==> config.mk <==
export PLATFORM = sky130hd
export DESIGN_NAME = tx_ring_engine
export DESIGN_NICKNAME = d
export VERILOG_FILES = /design/src/rtl/txr_pkg.sv /design/src/rtl/txr_ptr.sv /design/src/rtl/txr_clamp.sv /design/src/rtl/txr_lane.sv /design/src/rtl/tx_ring_engine.sv
export SDC_FILE = /design/constraint.sdc
export NUM_CORES = 1
export LEC_CHECK = 0
export BUFFER_PORTS_ARGS = -buffer_cell sky130_fd_sc_hd__buf_2
export CELL_PAD_IN_SITES_DETAIL_PLACEMENT = 0
export CELL_PAD_IN_SITES_GLOBAL_PLACEMENT = 1
export CORE_MARGIN = 2
export CORE_UTILIZATION = 39
export CTS_CLUSTER_DIAMETER = 60
export DETAILED_ROUTE_END_ITERATION = 12
export HOLD_SLACK_MARGIN = 0.05
export PLACE_DENSITY_LB_ADDON = 0.1
export SLEW_MARGIN = 10
export SYNTH_ARGS = -nofsm -noshare
export SYNTH_HDL_FRONTEND = slang
export SYNTH_SLANG_ARGS = --single-unit
==> constraint.sdc <==
create_clock -name clk -period 5.5 [get_ports clk]
set_input_delay 1.65 -clock clk [delete_from_list [all_inputs] [get_ports clk]]
set_output_delay 1.65 -clock clk [all_outputs]
set_load 0.1 [all_outputs]
==> src/rtl/txr_pkg.sv <==
// Shared definitions for the transmit descriptor ring walker.
// Assumes 32-bit memory words and an eight-byte descriptor.
package txr_pkg;
    localparam int WORD_W     = 32;
    localparam int FLAG_READY = 15;
    localparam int FLAG_WRAP  = 13;
    localparam int FLAG_LAST  = 11;
    localparam int DESC_BYTES = 8;

    typedef enum logic [2:0] {
        ST_IDLE,
        ST_HEAD,
        ST_PTR,
        ST_FETCH,
        ST_EMIT,
        ST_MARK,
        ST_BACK
    } txr_state_t;
endpackage

==> src/rtl/txr_ptr.sv <==
// Holds the ring start register and the current descriptor pointer.
// Assumes reload and advance never assert together.
module txr_ptr #(
    parameter int AW   = 32,
    parameter int STEP = 8
) (
    input  logic          clk,
    input  logic          rst_n,
    input  logic          base_wr,
    input  logic [AW-1:0] base_in,
    input  logic          reload,
    input  logic          advance,
    input  logic          wrap,
    output logic [AW-1:0] cur
);
    localparam logic [AW-1:0] STEP_V = AW'(STEP);
    localparam logic [AW-1:0] LOW_MASK = AW'(3);

    logic [AW-1:0] base_q;

    // Ring start register; the two lowest address bits are dropped.
    always_ff @(posedge clk) begin
        if (!rst_n)
            base_q <= '0;
        else if (base_wr)
            base_q <= base_in & ~LOW_MASK;
    end

    // Descriptor pointer: reload from ring start, or step and wrap.
    always_ff @(posedge clk) begin
        if (!rst_n)
            cur <= '0;
        else if (reload)
            cur <= base_q;
        else if (advance)
            cur <= wrap ? base_q : cur + STEP_V;
    end
endmodule

==> src/rtl/txr_clamp.sv <==
// Limits a fragment so the frame length never exceeds MAX_FRAME.
// Assumes used <= MAX_FRAME < 2**LEN_W.
module txr_clamp #(
    parameter int LEN_W     = 16,
    parameter int MAX_FRAME = 1518
) (
    input  logic [LEN_W-1:0] used,
    input  logic [LEN_W-1:0] want,
    output logic [LEN_W-1:0] take,
    output logic             over
);
    localparam logic [LEN_W-1:0] MAXV = LEN_W'(MAX_FRAME);

    logic [LEN_W-1:0] room;

    // Remaining room in the frame and the clipped fragment size.
    always_comb begin
        room = MAXV - used;
        over = want > room;
        take = over ? room : want;
    end
endmodule

==> src/rtl/txr_lane.sv <==
// Selects one byte lane of a little-endian memory word.
// Assumes a 32-bit word.
module txr_lane (
    input  logic [31:0] word,
    input  logic [1:0]  sel,
    output logic [7:0]  byte_out
);
    logic [7:0] lanes [4];

    for (genvar g = 0; g < 4; g++) begin : g_lane
        assign lanes[g] = word[g*8 +: 8];
    end

    // Lane multiplexer.
    always_comb byte_out = lanes[sel];
endmodule

==> src/rtl/tx_ring_engine.sv <==
// Walks a transmit descriptor ring on demand and streams the gathered frame bytes.
// Assumes a memory port with one request outstanding, completed by a
// one-cycle mem_ack, and descriptors laid out as in txr_pkg.
module tx_ring_engine
    import txr_pkg::*;
#(
    parameter int LEN_W      = 16,
    parameter int MAX_FRAME  = 1518,
    parameter int WALK_LIMIT = 1024
) (
    input  logic        clk,
    input  logic        rst_n,
    input  logic        ctrl_enable,
    input  logic        ring_base_wr,
    input  logic [31:0] ring_base_data,
    input  logic        demand,
    output logic        demand_busy,
    output logic        mem_req,
    output logic        mem_we,
    output logic [31:0] mem_addr,
    output logic [31:0] mem_wdata,
    input  logic        mem_ack,
    input  logic [31:0] mem_rdata,
    output logic        out_valid,
    output logic [7:0]  out_data,
    output logic        out_keep,
    output logic        out_last,
    input  logic        out_ready,
    output logic        ev_txbuf,
    output logic        ev_txframe,
    output logic        ev_babble
);
    localparam int WALK_W = $clog2(WALK_LIMIT + 1);
    localparam logic [WALK_W-1:0] WALK_END = WALK_W'(WALK_LIMIT - 1);
    localparam logic [15:0] READY_MASK = 16'(1) << FLAG_READY;
    localparam logic [LEN_W-1:0] ONE = LEN_W'(1);

    txr_state_t        state;
    logic [15:0]       flags_q;
    logic [15:0]       blen_q;
    logic [31:0]       bptr_q;
    logic [31:0]       word_q;
    logic [LEN_W-1:0]  remain_q;
    logic [LEN_W-1:0]  used_q;
    logic              trunc_q;
    logic [WALK_W-1:0] walk_q;
    logic [31:0]       cur;
    logic [LEN_W-1:0]  take;
    logic              over;
    logic [7:0]        lane_byte;
    logic              advance;
    logic              reload;
    logic              is_last;

    assign is_last = flags_q[FLAG_LAST];
    assign advance = (state == ST_BACK) && mem_ack;
    assign reload  = (state == ST_IDLE) && !ctrl_enable;

    txr_ptr #(.AW(32), .STEP(DESC_BYTES)) u_ptr (
        .clk     (clk),
        .rst_n   (rst_n),
        .base_wr (ring_base_wr),
        .base_in (ring_base_data),
        .reload  (reload),
        .advance (advance),
        .wrap    (flags_q[FLAG_WRAP]),
        .cur     (cur)
    );

    txr_clamp #(.LEN_W(LEN_W), .MAX_FRAME(MAX_FRAME)) u_clamp (
        .used (used_q),
        .want (LEN_W'(blen_q)),
        .take (take),
        .over (over)
    );

    txr_lane u_lane (
        .word     (word_q),
        .sel      (bptr_q[1:0]),
        .byte_out (lane_byte)
    );

    // Memory request fields decoded from the walk state.
    always_comb begin
        mem_req   = 1'b0;
        mem_we    = 1'b0;
        mem_addr  = '0;
        mem_wdata = '0;
        unique case (state)
            ST_HEAD:  begin mem_req = 1'b1; mem_addr = cur; end
            ST_PTR:   begin mem_req = 1'b1; mem_addr = cur + 32'd4; end
            ST_FETCH: begin mem_req = 1'b1; mem_addr = {bptr_q[31:2], 2'b00}; end
            ST_BACK:  begin
                mem_req   = 1'b1;
                mem_we    = 1'b1;
                mem_addr  = cur;
                mem_wdata = {flags_q & ~READY_MASK, blen_q};
            end
            default: ;
        endcase
    end

    // Stream beat fields decoded from the walk state.
    always_comb begin
        out_valid   = (state == ST_EMIT) || (state == ST_MARK);
        out_keep    = (state == ST_EMIT);
        out_data    = (state == ST_EMIT) ? lane_byte : 8'h00;
        out_last    = (state == ST_MARK) ||
                      ((state == ST_EMIT) && is_last && (remain_q == ONE));
        demand_busy = (state != ST_IDLE);
    end

    // Walk sequencer: fetch, gather, stream, write back, advance.
    always_ff @(posedge clk) begin
        if (!rst_n) begin
            state      <= ST_IDLE;
            flags_q    <= '0;
            blen_q     <= '0;
            bptr_q     <= '0;
            word_q     <= '0;
            remain_q   <= '0;
            used_q     <= '0;
            trunc_q    <= 1'b0;
            walk_q     <= '0;
            ev_txbuf   <= 1'b0;
            ev_txframe <= 1'b0;
            ev_babble  <= 1'b0;
        end else begin
            ev_txbuf   <= 1'b0;
            ev_txframe <= 1'b0;
            ev_babble  <= 1'b0;
            unique case (state)
                ST_IDLE: begin
                    if (demand && ctrl_enable) begin
                        used_q <= '0;
                        walk_q <= '0;
                        state  <= ST_HEAD;
                    end
                end
                ST_HEAD: begin
                    if (mem_ack) begin
                        flags_q <= mem_rdata[31:16];
                        blen_q  <= mem_rdata[15:0];
                        state   <= mem_rdata[16 + FLAG_READY] ? ST_PTR : ST_IDLE;
                    end
                end
                ST_PTR: begin
                    if (mem_ack) begin
                        bptr_q   <= mem_rdata;
                        remain_q <= take;
                        used_q   <= used_q + take;
                        trunc_q  <= over;
                        if (take != '0)
                            state <= ST_FETCH;
                        else
                            state <= is_last ? ST_MARK : ST_BACK;
                    end
                end
                ST_FETCH: begin
                    if (mem_ack) begin
                        word_q <= mem_rdata;
                        state  <= ST_EMIT;
                    end
                end
                ST_EMIT: begin
                    if (out_ready) begin
                        bptr_q   <= bptr_q + 32'd1;
                        remain_q <= remain_q - ONE;
                        if (remain_q == ONE)
                            state <= ST_BACK;
                        else if (bptr_q[1:0] == 2'b11)
                            state <= ST_FETCH;
                    end
                end
                ST_MARK: begin
                    if (out_ready)
                        state <= ST_BACK;
                end
                ST_BACK: begin
                    if (mem_ack) begin
                        ev_txbuf   <= 1'b1;
                        ev_txframe <= is_last;
                        ev_babble  <= trunc_q;
                        if (is_last)
                            used_q <= '0;
                        walk_q <= walk_q + 1'b1;
                        state  <= (walk_q == WALK_END) ? ST_IDLE : ST_HEAD;
                    end
                end
                default: state <= ST_IDLE;
            endcase
        end
    end
endmodule

**Yosys cells after proc, flatten, opt, wreduce, memory -nomap -nowiden**

Index checks and enable logic that the tools add are counted.

- Register bits: 207
- Input bits: 71
- Output and inout port bits: 81
- Word-level logic and storage cells: 109

- Add/subtract/negate cells: 7
- $lt $le $gt $ge: 2
- Equality and inequality tests: 18
- Muxes and demuxes: 41
- Bitwise gates (word level): 1
- Reduce and logical (&&, ||, !) cells: 26

Operators with widths:

| cell | number |
|---|---|
| 2-to-1 mux 32 bit | 5 |
| 2-to-1 mux 16 bit | 7 |
| one-hot mux 32 bit (3 select lines) | 1 |
| one-hot mux 32 bit (2 select lines) | 1 |
| one-hot mux 16 bit (3 select lines) | 1 |
| adder 32 x 1 -> 32 bit (second input constant) | 1 |
| adder 32 x 3 -> 32 bit (second input constant) | 1 |
| adder 32 x 4 -> 32 bit (second input constant) | 1 |
| one-hot mux 16 bit (2 select lines) | 1 |
| 2-to-1 mux 31 bit | 1 |
| 2-to-1 mux 3 bit | 10 |
| 2-to-1 mux 8 bit | 3 |
| 2-to-1 mux 11 bit | 2 |
| one-hot mux 11 bit (2 select lines) | 1 |
| one-hot mux 3 bit (7 select lines) | 1 |
| adder 16 bit | 1 |
| binary-select mux 8 bit (select 2 bit) | 1 |
| equality test 16 x 1 -> 1 bit (second input constant) | 1 |
| greater-than comparator 16 bit | 1 |
| nonzero test 16 bit | 1 |
| subtractor 11 x 16 -> 16 bit (first input constant) | 1 |
| subtractor 16 x 1 -> 16 bit (second input constant) | 1 |
| inequality test 2 bit (second input constant) | 6 |
| adder 11 x 1 -> 11 bit (second input constant) | 1 |
| 23 further kinds | 44 |

**Longest topological paths before layout**

- Depth after elaboration: 7
- Gate-level depth with buffers: 25

**Cells and area by module**

A second synthesis with hierarchy kept.

- Cell total of the unflattened synthesis: 1747
- Area total of the unflattened synthesis: 13088.8 µm²

Modules (own cells, without submodules):

| module | times used | cells each | area an instance (µm²) |
|---|---|---|---|
| tx_ring_engine | 1 | 1270 | 8956.1 |
| txr_ptr | 1 | 356 | 3091.7 |
| txr_clamp | 1 | 111 | 844.6 |
| txr_lane | 1 | 10 | 196.4 |

**Worst setup path after synthesis**

OpenSTA, ideal clock, no wires.

- Path kind: reg-to-output
- Start: register u_ptr.cur[3]
- End: output mem_addr[29]
- Arrival: 5.432 ns
- Data required time: 3.850 ns
- Path slack: -1.582 ns
- Stages on the path, launching flop included: 10
- Path buffers: 2
- Cell sequence: dfxtp_1 -> ha_1 -> nand3_1 -> nor3_2 -> and4_1 -> clkbuf_1 -> and4_1 -> buf_2 -> nand3_1 -> o311ai_0

- Longest elaborated chain between the ends: 2

Ends and longest elaborated chain:

| element | RTL line | text |
|---|---|---|
| from (decl) | txr_ptr.sv:14 | `output logic [AW-1:0] cur` |
| from (signal assigned) | txr_ptr.sv:34 | `cur <= base_q;` |
| from (signal assigned) | txr_ptr.sv:36 | `cur <= wrap ? base_q : cur + STEP_V;` |
| adder 32 x 3 -> 32 bit | tx_ring_engine.sv:91 | `ST_PTR: begin mem_req = 1'b1; mem_addr = cur + 32'd4; end` |
| one-hot mux 32 bit (3 select lines) | tx_ring_engine.sv:89 | `unique case (state)` |
| to (decl) | tx_ring_engine.sv:20 | `output logic [31:0] mem_addr,` |

No other way between the ends.

**Worst setup path in the final report**

- Start: register used_q[0]
- End: register used_q[15]

- Longest elaborated chain between the ends: 6

Ends and longest elaborated chain:

| element | RTL line | text |
|---|---|---|
| from (decl) | tx_ring_engine.sv:44 | `logic [LEN_W-1:0] used_q;` |
| from (signal assigned) | tx_ring_engine.sv:151 | `used_q <= used_q + take;` |
| subtractor 11 x 16 -> 16 bit | txr_clamp.sv:18 | `room = MAXV - used;` |
| greater-than comparator 16 bit | txr_clamp.sv:19 | `over = want > room;` |
| 2-to-1 mux 16 bit | txr_clamp.sv:20 | `take = over ? room : want;` |
| adder 16 bit (*) | tx_ring_engine.sv:151 |  |
| 2-to-1 mux 16 bit (*) | tx_ring_engine.sv:148 | `if (mem_ack) begin` |
| one-hot mux 16 bit (3 select lines) (*) | tx_ring_engine.sv:132 | `unique case (state)` |

Mark *: on every way between the ends. The rest lies on a longest branch, timed or not. The select of a mux whose other input is x is not followed.
A chain may end at the register's enable or synchronous reset.

==> run_results.csv <==
group,metric,value,unit
cells_and_area,nFillCells,3273,
route,vias_per_cell,5.75,
run_status,outcome,"finished, final reports clean",
route,ant_nets,0,
sta,relSlewSlack,0.351,
die,initial_utilization,0.394,
sta,fin_crit,5.33,ns
route,wire_per_inst,19.8,um
pwr,power_density,384,nW/um^2
die,rows,66,
sta,worst_pin_slew,0.965,ns
cts,cts-root-buf,"clkbuf_16",
run,maxCapViolCount,0,
cts,cts_max_level,2,
cts,path_clk_slew,0.06,ns
grt,grt_pass1_vias,12084,
logic_synthesis,synth_edf_count,0,
placed_design,placed_cell_area,14100,sq um
route,route.detailed.drc,0,
die,die_area,34000,sq um
grt,grt_first_pass_wirelength,70300,um
setup_path,crit_path_start_kind,"register",
placed_design,dp_hpwl,32100,um
logic_synthesis,synth-simple-area-share,0.266,
setup_path,cpMaxStageDelayCell,"a2111oi_2",
setup_path,path_cells,"ha_2 > a31oi_4 > o21bai_2 > a2111oi_2 > buf_4 > xnor2_1 > inv_1 > ha_4 > and4_4 > nand4_1 > a221o_1 > o211ai_1 > buf_4 > a21boi_0 > or2_2 > ha_1 > a21oi_1 > o21bai_1 > a21oi_1 > a21oi_1 > nor3_2 > nor2_1 > or2_2 > o2111ai_1",
min_path,hold_class,"register to register",
logic_synthesis,ys_types,76,
cts,cts_max_path_buffers,3,
sta,finalCritPeriodShare,0.970,
cells_and_area,design_area,15500,sq um
logic_synthesis,async_reset_ff_frac,0,
cts,clkSinkCount,205,
setup_path,crit_required,5.93,ns
logic_synthesis,syn_inst,1724,
grt,grt.total_usage,0.263,
setup_path,critical_path_arrival,5.76,ns
grt,grt-ovfl-total,0,
logic_synthesis,syn_area_per_cell,7.37,sq um
cells_and_area,instances_no_fill,2314,
setup_path,cpPeakStageDelay,0.35,ns
logic_synthesis,ys_seq_area_frac,0.323,
logic_synthesis,synthAdderAreaFrac,0.0400,
die,fp.dieH,184,um
cts,hold_buffers,0,
logic_synthesis,synthMuxAreaShare,0.0498,
setup_path,crit_path_end_kind,"register",
setup_path,path_max_fanout,8,
die,die_w,184,um
logic_synthesis,yosysWarnings,0,
grt,antenna_found_initial,0,
cells_and_area,area_delta_synth_final,21.6,%
cts,insertion_delay,0.52,ns
route,first_pass_iters,7,
sta,rsz0062_at_grt,"true",
sta,setup_tns,0,ns
logic_synthesis,ys_seq_elements,205,
route,first_iter_violations,1027,
die,io_pins,152,
cts,cts-buffers-inserted,34,
cells_and_area,final_nets,1956,
die,core-area,32300,sq um
placed_design,port_buffers,146,
sta,fmax,188,MHz
sta,finalClockSkew,0.0239,ns
route,routed_wl,45800,um
setup_path,crit_top_cell,"a21oi_1",
setup_path,cp_num_buf_inv,3,
placed_design,dpl.cell_count,2243,
setup_path,critPathTopFamily,"compound AO/OA/AOI/OAI gates",
pwr,total_power,5.94,mW
logic_synthesis,synth_top_family_by_area,"simple AND/OR/NAND/NOR gates",
pwr,p_leak,6.22,nW
logic_synthesis,synth_xor_area_frac,0.0269,
logic_synthesis,synth_area,12700,sq um
sta,finalMaxSlewViolations,0,
logic_synthesis,synth_compound_area_frac,0.243,
setup_path,critPathKind,"register to register",
sta,whs,0.453,ns
placed_design,gp_congestion,0.868,
route,vias,13309,
pwr,peakVddDrop,0.000218,V
sta,setup_viol,0,
logic_synthesis,synth_flop_cell,"dfxtp_1",
grt,grt_max_degree,77,
sta,finalHoldViolations,0,
cts,cts_tree,"yes",
cells_and_area,drive_gt1_frac,0.185,
## Yosys cell counts, types with 6 or more instances
master	count	area [sq um]
a221o_1	11	110
inv_1	26	97.6
o21ai_0	121	606
o311ai_0	7	61.3
a21oi_1	191	956
o211ai_1	11	82.6
clkbuf_1	113	424
a211oi_1	14	105
xnor2_1	20	175
nand2_1	245	920
and3_1	58	363
buf_2	8	40.0
nand3_1	62	310
nor4_1	17	106
o21a_1	11	82.6
o221a_2	9	101
nand2b_1	10	62.6
a31oi_1	15	93.8
xor2_1	19	166
and4_1	8	70.1
mux4_2	8	180
or3_1	19	119
or2_2	9	56.3
o221ai_1	9	78.8
nor2_1	184	691
a221oi_1	10	87.6
o31ai_1	9	67.6
dfxtp_1	205	4100
nor3_1	46	230
o22ai_1	7	43.8
mux2i_1	43	430
nand4_1	24	150
ha_1	39	488
a41oi_1	6	52.6
a22oi_1	20	150
a21o_1	8	60.1
and2_1	20	125
buf_1	9	33.8
## metal layers
layer	vias up	GRT usage	share of wire
met5	-	0	0
met4	0	0.0678	0.023
met3	66	0.0456	0.064
met2	454	0.391	0.42
met1	6301	0.389	0.49
li1	6488	-	-
## cells in the final DEF, fill, tap and decap left out, types with 11 or more instances in the layout
| cell type | Yosys | final |
|---|---|---|
| buf_2 | 8 | 140 |
| a31oi_1 | 15 | 14 |
| nand3_1 | 62 | 62 |
| xnor2_1 | 20 | 20 |
| dfxtp_1 | 205 | 203 |
| nand4_1 | 24 | 24 |
| buf_4 | 4 | 71 |
| nand2_1 | 245 | 242 |
| and3_1 | 58 | 58 |
| inv_1 | 26 | 26 |
| xor2_1 | 19 | 19 |
| mux2i_1 | 43 | 43 |
| a21oi_1 | 191 | 185 |
| o211ai_1 | 11 | 11 |
| nor4_1 | 17 | 16 |
| nor2_1 | 184 | 182 |
| or3_1 | 19 | 19 |
| and2_1 | 20 | 19 |
| o21ai_0 | 121 | 118 |
| a211oi_1 | 14 | 13 |
| ha_1 | 39 | 36 |
| a221o_1 | 11 | 11 |
| o21a_1 | 11 | 11 |
| a22oi_1 | 20 | 20 |
| nor3_1 | 46 | 44 |
| clkbuf_16 | 0 | 35 |
## worst reg2reg max path: stages (launching register included)
cell,delay (ns)
dfxtp_1,0.31
ha_2,0.21
a31oi_4,0.22
o21bai_2,0.10
a2111oi_2,0.35
buf_4,0.16
xnor2_1,0.15
inv_1,0.14
ha_4,0.30
and4_4,0.24
nand4_1,0.10
a221o_1,0.31
o211ai_1,0.23
buf_4,0.26
a21boi_0,0.14
or2_2,0.31
ha_1,0.34
a21oi_1,0.15
o21bai_1,0.10
a21oi_1,0.19
a21oi_1,0.14
nor3_2,0.25
nor2_1,0.09
or2_2,0.30
o2111ai_1,0.16
## logic make-up (layout without fill, tap and decap cells)
| family | count (synthesis) | in the layout |
|---|---|---|
| buffers and inverters | 163 | 308 |
| other | 1 | 4 |
| adders and majority gates | 40 | 40 |
| and+or+nand+nor | 725 | 725 |
| AOI/OAI and AO/OA | 498 | 498 |
| DFF | 205 | 205 |
| xor gates and xnor gates | 39 | 39 |
| muxes | 53 | 53 |
## final timing paths
path	depth (start not counted)	slack [ns]	startpoint	endpoint
max	24	0.17	used_q[0]	used_q[15]
min	2	0.45	word_q[8]	word_q[8]
max reg2reg	24	0.17	used_q[0]	used_q[15]
min reg2reg	2	0.45	word_q[8]	word_q[8]
## repair_timing
item,CTS,global route
pin swaps,1,14
setup buffers,0,8
setup endpoints to repair,3,8
gates cloned,0,0
gates resized for setup,9,25
## flip-flops by register name (all words and copies together) (netlist names)
signal / count
ev_babble: 1
bptr_q: 32
u_ptr.base_q: 30
walk_q: 11
ev_txbuf: 1
used_q: 16
ev_txframe: 1
word_q: 32
blen_q: 16
trunc_q: 1
flags_q: 15
remain_q: 16
state: 3
u_ptr.cur: 30
## through the flow
step | utilization | setup WS, ns
after floorplan | - | -0.976
after global placement | 0.436 | -0.177
after detailed placement | 0.436 | -0.203
after CTS | 0.473 | 0.0109
after global routing | 0.478 | -0.122
final | 0.479 | 0.167
## final cells by class
cell class | instances | area (sq um) | area share
Inverter | 28 | 108 | 0.00696
Clock buffer | 43 | 966 | 0.0625
Tap cell | 442 | 553 | 0.0358
Timing Repair Buffer | 218 | 1370 | 0.0889
Multi-Input combinational cell | 1358 | 8120 | 0.525
Antenna cell | 1 | 2.50 | 0.000162
Sequential cell | 205 | 4110 | 0.266
Clock inverter | 19 | 224 | 0.0145
## power breakdown
group / internal, mW / switching [mW] / leakage, nW
Sequential: 1.61 / 0.201 / 1.66
Clock: 1.41 / 0.824 / 0.583
Combinational: 0.621 / 1.28 / 3.97
Power figures use the tool's default switching activity.
